`src/rtl/uart_tx_pkg.sv`:
```
`timescale 1ns/1ps
package uart_tx_pkg;
  typedef enum logic [2:0] {
    S_IDLE   = 3'd0,
    S_START  = 3'd1,
    S_DATA   = 3'd2,
    S_PARITY = 3'd3,
    S_STOP   = 3'd4
  } tx_state_e;
endpackage

```
`src/rtl/uart_tx_holdreg.sv`:
```
`timescale 1ns/1ps
// Holding register with empty flag and rise-edge interrupt pulse.
module uart_tx_holdreg #(
  parameter int DATA_W = 8
) (
  input  logic              clk,
  input  logic              rst_n,
  input  logic              wr_en,
  input  logic [DATA_W-1:0] wr_data,
  input  logic              take,
  output logic [DATA_W-1:0] hold_data,
  output logic              empty,
  output logic              irq
);
  logic [DATA_W-1:0] data_q, data_d;
  logic              empty_q, empty_d;
  logic              irq_q, irq_d;

  always_comb begin
    data_d  = data_q;
    empty_d = empty_q;
    if (take)  empty_d = 1'b1;
    if (wr_en) begin
      data_d  = wr_data;
      empty_d = 1'b0;
    end
    irq_d = empty_d & ~empty_q;
  end

  always_ff @(posedge clk or negedge rst_n) begin
    if (!rst_n) begin
      data_q  <= '0;
      empty_q <= 1'b1;
      irq_q   <= 1'b0;
    end else begin
      if (wr_en) data_q <= data_d;
      empty_q <= empty_d;
      irq_q   <= irq_d;
    end
  end

  assign hold_data = data_q;
  assign empty     = empty_q;
  assign irq       = irq_q;
endmodule

```
`src/rtl/uart_tx_shifter.sv`:
```
`timescale 1ns/1ps
// Frame sequencer: start, data LSB first, optional even parity, stop.
module uart_tx_shifter
  import uart_tx_pkg::*;
#(
  parameter int DATA_W     = 8,
  parameter int OVERSAMPLE = 16
) (
  input  logic              clk,
  input  logic              rst_n,
  input  logic              tick,
  input  logic              load,
  input  logic [DATA_W-1:0] load_data,
  input  logic              parity_en,
  output logic              txd,
  output logic              frame_end
);
  localparam int CNT_W = (OVERSAMPLE > 1) ? $clog2(OVERSAMPLE) : 1;
  localparam int BIT_W = (DATA_W > 1) ? $clog2(DATA_W) : 1;
  localparam logic [CNT_W-1:0] LAST_TICK = CNT_W'(OVERSAMPLE - 1);
  localparam logic [BIT_W-1:0] LAST_BIT  = BIT_W'(DATA_W - 1);

  tx_state_e         state_q, state_d;
  logic [CNT_W-1:0]  tcnt_q, tcnt_d;
  logic [BIT_W-1:0]  bcnt_q, bcnt_d;
  logic [DATA_W-1:0] sh_q, sh_d;
  logic              par_q, par_d;
  logic              pen_q, pen_d;
  logic              bit_done;
  logic              adv;

  assign bit_done = tick && (tcnt_q == LAST_TICK);
  assign adv      = tick | load;

  always_comb begin
    state_d = state_q;
    tcnt_d  = tcnt_q;
    bcnt_d  = bcnt_q;
    sh_d    = sh_q;
    par_d   = par_q;
    pen_d   = pen_q;
    if (state_q != S_IDLE && tick) tcnt_d = tcnt_q + 1'b1;
    case (state_q)
      S_IDLE: begin
        if (load) begin
          state_d = S_START;
          tcnt_d  = '0;
          sh_d    = load_data;
          par_d   = ^load_data;
          pen_d   = parity_en;
        end
      end
      S_START: begin
        if (bit_done) begin
          state_d = S_DATA;
          bcnt_d  = '0;
          tcnt_d  = '0;
        end
      end
      S_DATA: begin
        if (bit_done) begin
          tcnt_d = '0;
          sh_d   = sh_q >> 1;
          if (bcnt_q == LAST_BIT) state_d = pen_q ? S_PARITY : S_STOP;
          else                    bcnt_d  = bcnt_q + 1'b1;
        end
      end
      S_PARITY: begin
        if (bit_done) begin
          state_d = S_STOP;
          tcnt_d  = '0;
        end
      end
      S_STOP: begin
        if (bit_done) begin
          tcnt_d = '0;
          if (load) begin
            state_d = S_START;
            sh_d    = load_data;
            par_d   = ^load_data;
            pen_d   = parity_en;
          end else begin
            state_d = S_IDLE;
          end
        end
      end
      default: state_d = S_IDLE;
    endcase
  end

  always_ff @(posedge clk or negedge rst_n) begin
    if (!rst_n) begin
      state_q <= S_IDLE;
      tcnt_q  <= '0;
      bcnt_q  <= '0;
      sh_q    <= '0;
      par_q   <= 1'b0;
      pen_q   <= 1'b0;
    end else if (adv) begin
      state_q <= state_d;
      tcnt_q  <= tcnt_d;
      bcnt_q  <= bcnt_d;
      sh_q    <= sh_d;
      par_q   <= par_d;
      pen_q   <= pen_d;
    end
  end

  always_comb begin
    case (state_q)
      S_START:  txd = 1'b0;
      S_DATA:   txd = sh_q[0];
      S_PARITY: txd = par_q;
      default:  txd = 1'b1;
    endcase
  end

  assign frame_end = (state_q == S_IDLE) | ((state_q == S_STOP) & bit_done);
endmodule

```
`src/rtl/uart_tx_start_gate.sv`:
```
`timescale 1ns/1ps
// Start condition and transmitter-empty flag.
module uart_tx_start_gate (
  input  logic clk,
  input  logic rst_n,
  input  logic frame_end,
  input  logic tx_enable,
  input  logic buf_empty,
  input  logic cts_sel,
  input  logic flow_off,
  input  logic cts_n,
  output logic start,
  output logic tx_empty
);
  logic cts_ok;
  logic temp_q, temp_d;

  assign cts_ok = flow_off | cts_sel | ~cts_n;
  assign start  = frame_end & tx_enable & ~buf_empty & cts_ok;

  always_comb begin
    temp_d = temp_q;
    if (start)          temp_d = 1'b0;
    else if (frame_end) temp_d = 1'b1;
  end

  always_ff @(posedge clk or negedge rst_n) begin
    if (!rst_n) temp_q <= 1'b1;
    else        temp_q <= temp_d;
  end

  assign tx_empty = temp_q;
endmodule

```
`src/rtl/uart_tx_flow.sv`:
```
`timescale 1ns/1ps
module uart_tx_flow #(
  parameter int DATA_W     = 8,
  parameter int OVERSAMPLE = 16
) (
  input  logic              clk,
  input  logic              rst_n,
  input  logic              wr_en,
  input  logic [DATA_W-1:0] wr_data,
  input  logic              tx_enable,
  input  logic              cts_sel,
  input  logic              flow_off,
  input  logic              parity_en,
  input  logic              baud_tick,
  input  logic              cts_n,
  output logic              txd,
  output logic              buf_empty,
  output logic              tx_empty,
  output logic              irq
);
  logic [DATA_W-1:0] hold_data;
  logic              start;
  logic              frame_end;

  uart_tx_holdreg #(.DATA_W(DATA_W)) u_hold (
    .clk       (clk),
    .rst_n     (rst_n),
    .wr_en     (wr_en),
    .wr_data   (wr_data),
    .take      (start),
    .hold_data (hold_data),
    .empty     (buf_empty),
    .irq       (irq)
  );

  uart_tx_start_gate u_gate (
    .clk       (clk),
    .rst_n     (rst_n),
    .frame_end (frame_end),
    .tx_enable (tx_enable),
    .buf_empty (buf_empty),
    .cts_sel   (cts_sel),
    .flow_off  (flow_off),
    .cts_n     (cts_n),
    .start     (start),
    .tx_empty  (tx_empty)
  );

  uart_tx_shifter #(.DATA_W(DATA_W), .OVERSAMPLE(OVERSAMPLE)) u_shift (
    .clk       (clk),
    .rst_n     (rst_n),
    .tick      (baud_tick),
    .load      (start),
    .load_data (hold_data),
    .parity_en (parity_en),
    .txd       (txd),
    .frame_end (frame_end)
  );
endmodule

```
`config.mk`:
```
export PLATFORM = sky130hd
export DESIGN_NAME = uart_tx_flow
export DESIGN_NICKNAME = d
export VERILOG_FILES = /design/src/rtl/uart_tx_pkg.sv /design/src/rtl/uart_tx_holdreg.sv /design/src/rtl/uart_tx_shifter.sv /design/src/rtl/uart_tx_start_gate.sv /design/src/rtl/uart_tx_flow.sv
export SDC_FILE = /design/constraint.sdc
export NUM_CORES = 1
export LEC_CHECK = 0
export BUFFER_PORTS_ARGS = -buffer_cell sky130_fd_sc_hd__buf_2
export CORE_MARGIN = 2
export CORE_UTILIZATION = 56
export CTS_CLUSTER_SIZE = 20
export DETAILED_ROUTE_END_ITERATION = 10
export PLACE_DENSITY = 0.81
export SKIP_LAST_GASP = 1
export SYNTH_ARGS = -nofsm -noshare
export SYNTH_HDL_FRONTEND = slang
export SYNTH_SLANG_ARGS = --single-unit
```
`constraint.sdc`:
```
create_clock -name clk -period 2.52 [get_ports clk]
set_input_delay 0.378 -clock clk [delete_from_list [all_inputs] [get_ports clk]]
set_output_delay 0.378 -clock clk [all_outputs]
set_load 0.01 [all_outputs]
```
# Yosys cells after proc, flatten, opt, wreduce, memory -nomap -nowiden
# Cells that the tools add are included.
[totals]
in_bits = 17
word_cells = 82
regBits = 31
out_inout_bits = 4
[classes]
n_bitwise = 11
n_eq_ne = 13
muxes = 32
n_reduce_logical = 14
add_sub_neg = 2
[op_table]
columns = ["operator", "count"]
rows = [
  ["$mux W3", 10],
  ["$mux W8", 3],
  ["$pmux W8 S3", 1],
  ["$pmux W3 S5", 1],
  ["$mux W4", 3],
  ["$ne A2 B1 Y1 const B", 6],
  ["$mux W1", 9],
  ["$pmux W4 S2", 1],
  ["$reduce_xor A8 Y1", 1],
  ["$reduce_and A7 Y1", 1],
  ["$eq A3 B2 Y1 const B", 2],
  ["$eq A3 B3 Y1 const B", 2],
  ["$pmux W3 S2", 1],
  ["$reduce_bool A2 Y1", 3],
  ["$reduce_bool A3 Y1", 2],
  ["$and A1 B1 Y1", 5],
  ["$reduce_and A5 Y1", 1],
  ["$add A4 B1 Y4 const B", 1],
  ["$eq A4 B4 Y1 const B", 1],
  ["$or A1 B1 Y1", 4],
  ["$pmux W1 S2", 2],
  ["$reduce_and A4 Y1", 1],
  ["$reduce_or A4 Y1", 1],
  ["$add A3 B1 Y3 const B", 1],
  ["other kinds (7)", 9],
]

# Longest topological paths before layout
[depth]
depth_word = 10
mapped_depth = 6
depth_no_buf = 6

# Hierarchy
# A second synthesis with hierarchy kept.
[hier_totals]
cells_unflattened = 145
area_unflattened_um2 = 1619.1
[by_module_without_submodules]
columns = ["mod", "area_per_inst_um2", "instances", "cells_per_inst", "seq_area_each_um2"]
rows = [
  ["uart_tx_shifter", 1161.1, 1, 119, 500.5],
  ["uart_tx_holdreg", 400.4, 1, 21, 251.5],
  ["uart_tx_start_gate", 57.6, 1, 5, 26.3],
]

# Worst setup path after synthesis
# No wires, ideal clock.
[synth_timing]
kind = "reg2reg"
startpoint = "register u_shift.tcnt_q[0]"
endpoint = "register u_shift.sh_q[0]"
stages_incl_launch_ff = 6
n_path_buf = 0
required_ps = 2395
synth_period_minus_slack_ps = 1834
arrival_ps = 1709
path_slack_ps = 686
path_cell_list = "dfrtp_1 ha_1 nand4_2 a211oi_4 nor2_4 mux2_4"
[synth_via]
elab_chain_len = 10
[synth_lines]
columns = ["element", "line", "text"]
rows = [
  ["start: declaration", "uart_tx_shifter.sv:24", "logic [CNT_W-1:0] tcnt_q, tcnt_d;"],
  ["start signal: assignment", "uart_tx_shifter.sv:101", "tcnt_q <= tcnt_d;"],
  ["$eq A4 B4 Y1 (*)", "uart_tx_shifter.sv:32", "assign bit_done = tick && (tcnt_q == LAST_TICK);"],
  ["$logic_and A1 B1 Y1 (*)", "uart_tx_shifter.sv:32", ""],
  ["$and A1 B1 Y1", "uart_tx_shifter.sv:118", "assign frame_end = (state_q == S_IDLE) | ((state_q == S_STOP) & bit_done);"],
  ["$or A1 B1 Y1", "uart_tx_shifter.sv:118", ""],
  ["$and A1 B1 Y1 (3 in series)", "uart_tx_start_gate.sv:19", "assign start = frame_end & tx_enable & ~buf_empty & cts_ok;"],
  ["$mux W8 (2 in series)", "n/a", ""],
  ["$pmux W8 S3", "n/a", ""],
  ["end signal: assignment", "uart_tx_shifter.sv:96", "sh_q <= '0;"],
  ["end signal: assignment", "uart_tx_shifter.sv:103", "sh_q <= sh_d;"],
  ["end: declaration", "uart_tx_shifter.sv:26", "logic [DATA_W-1:0] sh_q, sh_d;"],
]
# Every way passes the cells marked *; elsewhere a longest branch is shown, timed or not. The select of a mux whose other input is x is not followed.
# A chain may end at the register's enable or synchronous reset.

# Worst setup path in the final report
[layout_timing]
startpoint = "register u_shift.state_q[0]"
endpoint = "register u_shift.sh_q[1]"
[layout_via]
elab_chain_len = 9
[layout_lines]
columns = ["element", "line", "text"]
rows = [
  ["start: declaration", "uart_tx_shifter.sv:23", "tx_state_e state_q, state_d;"],
  ["start signal: assignment", "uart_tx_shifter.sv:100", "state_q <= state_d;"],
  ["$eq A3 B3 Y1", "uart_tx_shifter.sv:43, uart_tx_shifter.sv:118", ""],
  ["$and A1 B1 Y1", "uart_tx_shifter.sv:118", ""],
  ["$or A1 B1 Y1", "uart_tx_shifter.sv:118", ""],
  ["$and A1 B1 Y1 (3 in series)", "uart_tx_start_gate.sv:19", ""],
  ["$mux W8 (2 in series)", "n/a", ""],
  ["$pmux W8 S3", "uart_tx_shifter.sv:43", "case (state_q)"],
]
# Several ways; a longest one is shown, not always the timed one. The select of a mux whose other input is x is not followed.

==> results_dict.tcl <==
set metrics [dict create \
    die_area_mm2 0.00333 \
    synth_area_leaders "dfrtp_1 (45%), mux2_2 (11%), mux2_4 (7.4%)" \
    ys_seq_elements 31 \
    route.detailed.drc 0 \
    synth-compound-area-share_pct 8.92 \
    synthAdderAreaFrac_pct 2.33 \
    hp-class "in2async" \
    critPathArrivalTime_ps 2210 \
    first_pass_iters 4 \
    drtIter0Drc 25 \
    drive_gt1_share_pct 37.7 \
    synth-seq-area-share_pct 48.3 \
    grt_overflow 0 \
    io_buffer_count 20 \
    grt_use_total_pct 19.1 \
    totalWireLength_um 2870 \
    ioPinCount 21 \
    start_util_pct 58.5 \
    ys_top_cells_by_count "dfrtp_1 (29), mux2_2 (16), nand2_1 (10), nor2_1 (10)" \
    rows 19 \
    worstSetupEndpointType "flop" \
    clk_latency_ps 330 \
    leakage_nw 0.826 \
    p_per_area_mw_per_mm2 873 \
    max-slew-margin-rel_pct 54.8 \
    stdcell_count 190 \
    dp_cells 182 \
    power_mw 1.57 \
    comb_power_share_pct 30.2 \
    insertedDiodeCount 0 \
    clkTransAtPathRegs_ps 100 \
    final_area_mm2 0.00180 \
    cts_tree "done" \
    postSynthCellCount 134 \
    viasPerCell 5.65 \
    swShare_pct 32.0 \
    crit_required_ps 2730 \
    nFillCells 219 \
    synth_edf_count 0 \
    layout_setup_ws_ps 528 \
    setup_viol_count_final 0 \
    reg2reg_slack_ps 530 \
    final_core_util_pct 65.3 \
    grt_pass1_vias 1083 \
    ir_drop_mv 0.552 \
    hold_slack_ps 81.7 \
    gp_congestion 0.848 \
    syn_avg_cell_area_um2 12.0 \
    ant_nets 0 \
    grt_pass1_wl_um 4830 \
    netSwitchingPower_mw 0.503 \
    post_cts_buffers 0 \
    maxCapViolCount 0 \
    synth_top_cell_area_share_pct 45.0 \
    nNetsFinal 178 \
    rsz0062_at_grt "no" \
    status "completed" \
    die_h_um 57.7 \
    syn_nets 154 \
    dp_hpwl_um 2120 \
    ys.flop_type "dfrtp_1" \
    htree_levels 2 \
    yosysMostFrequentCell "dfrtp_1" \
    worstMarginPinSlew_ps 679 \
    die_x_um 57.7 \
    synth_top_family_by_area "multiplexers" \
    path_max_fanout 11 \
    timing.final.crit_share_pct 79.1 \
    wire_per_inst_um 15.1 \
    cts_hold_buf 0 \
    synth_mux_area_share_pct 21.1 \
    yosysWarnings 0 \
    pre_cts_ws_ps 537 \
    ctsResizeCount 0 \
    num_vias 1074 \
    grt_max_degree 32 \
    core_area_mm2 0.00276 \
    min_period_ps 1990 \
    cts-root-buf "clkbuf_4" \
    setup_tns_ps 0 \
    seq_power_share_pct 50.8 \
    synthArstFlopShare_pct 100 \
    cts_sinks 31 \
    netlist_area_mm2 0.00161 \
    intPower_mw 1.07 \
    cp-start-kind "flop" \
    slew_violations 0 \
    clkPwrFrac_pct 19.0 \
    yosys.area.top_type "dfrtp_1" \
    antenna_found_initial 0 \
    cts_buffers 5 \
    synthXorXnorAreaFrac_pct 5.43 \
    criticalPathCategory "reg2reg" \
    synthToLayoutAreaGrowth_pct 11.6 \
    synth_cell_type_count 37 \
    hold_viol_final 0 \
    clock_skew_ps 12.9 \
    max_freq_mhz 502 \
    placed_cell_area_mm2 0.00174 \
    clockBufferDepth 2 \
    yosys.area_share.simple_pct 11.6 \
]
[kinds of logic (layout without fill, tap and decap cells)]
| group | count (synthesis) | count (layout) |
|---|---|---|
| AOI/OAI and AO/OA | 19 | 19 |
| adders and majority gates | 3 | 3 |
| muxes | 28 | 28 |
| DFF | 31 | 31 |
| and+or+nand+nor | 34 | 34 |
| xor gates and xnor gates | 10 | 10 |
| buffers and inverters | 9 | 34 |
[final timing paths]
kind / start / to / cells after the start
setup / recovery: u_shift.state_q[0]$_DFFE_PN0P_ / u_shift.sh_q[1]$_DFFE_PN0P_ / 4
setup reg to reg: u_shift.state_q[0]$_DFFE_PN0P_ / u_shift.sh_q[1]$_DFFE_PN0P_ / 4
hold reg to reg: u_shift.sh_q[4]$_DFFE_PN0P_ / u_shift.sh_q[4]$_DFFE_PN0P_ / 1
hold / removal: rst_n / u_shift.sh_q[0]$_DFFE_PN0P_ / 1
min in group clk: parity_en / u_shift.pen_q$_DFFE_PN0P_ / 3
max in group asynchronous: rst_n / u_shift.sh_q[3]$_DFFE_PN0P_ / 1
[per-layer routing]
metal  vias to the layer above  global-route usage, %  share of wire (%)
met1                       520                   24.1                 43
met5                         -                      0                  0
li1                        522                      -                  -
met3                         4                   6.70                5.5
met4                         0                   5.32               0.84
met2                        28                   31.3                 50
[flip-flops by register name, indices dropped and copies added, names as in the netlist]
name              count
u_shift.bcnt_q        3
u_shift.sh_q          8
u_shift.state_q       3
u_hold.hold_data      8
u_gate.tx_empty       1
u_shift.par_q         1
u_shift.tcnt_q        4
u_shift.pen_q         1
u_hold.empty          1
u_hold.irq            1
[power groups by stage]
| stage | sequential, mW | clock (mW) | combinational, mW |
|---|---|---|---|
| 5_1_grt | 0.820 | 0.330 | 0.530 |
| 4_1_cts | 0.797 | 0.309 | 0.483 |
| 2_1_floorplan | 0.755 | 0 | 0.398 |
| 3_3_place_gp | 0.792 | 0 | 0.454 |
| 6_report | 0.799 | 0.298 | 0.475 |
| 3_5_place_dp | 0.806 | 0 | 0.480 |
[critical path, cell delays in order, from the launching register on]
cell	delay (ps)
dfrtp_1	510
nand2b_1	290
nor2_2	420
mux2_2	400
mux2_4	270
[cell usage in the layout, fill, tap and decap left out, types with 2 or more instances in the layout]
cell      synthesis  routed
dfrtp_1          29      29
nand2b_1          2       2
clkbuf_4          0       5
a21oi_1           2       2
buf_2             3      20
mux2_2           16      16
o21ai_0           5       5
a211oi_1          2       2
nor3_1            2       2
nor2_1           10      10
mux2i_1           4       4
ha_1              3       3
inv_1             5       5
dfstp_2           2       2
mux2_4            8       8
xnor2_1           8       8
xor2_1            2       2
nand2_1          10      10
nor3b_1           2       2
[layout make-up]
| class | count | area [um2] | area share (%) |
|---|---|---|---|
| multi-input combinational | 94 | 797 | 44.3 |
| sequential | 31 | 778 | 43.2 |
| timing repair buffer | 21 | 108 | 5.98 |
| clock buffer | 7 | 55.1 | 3.06 |
| tap | 31 | 38.8 | 2.15 |
| inverter | 5 | 18.8 | 1.04 |
| clock inverter | 1 | 5.00 | 0.278 |
Note: power is estimated with default switching activity, not from simulation.
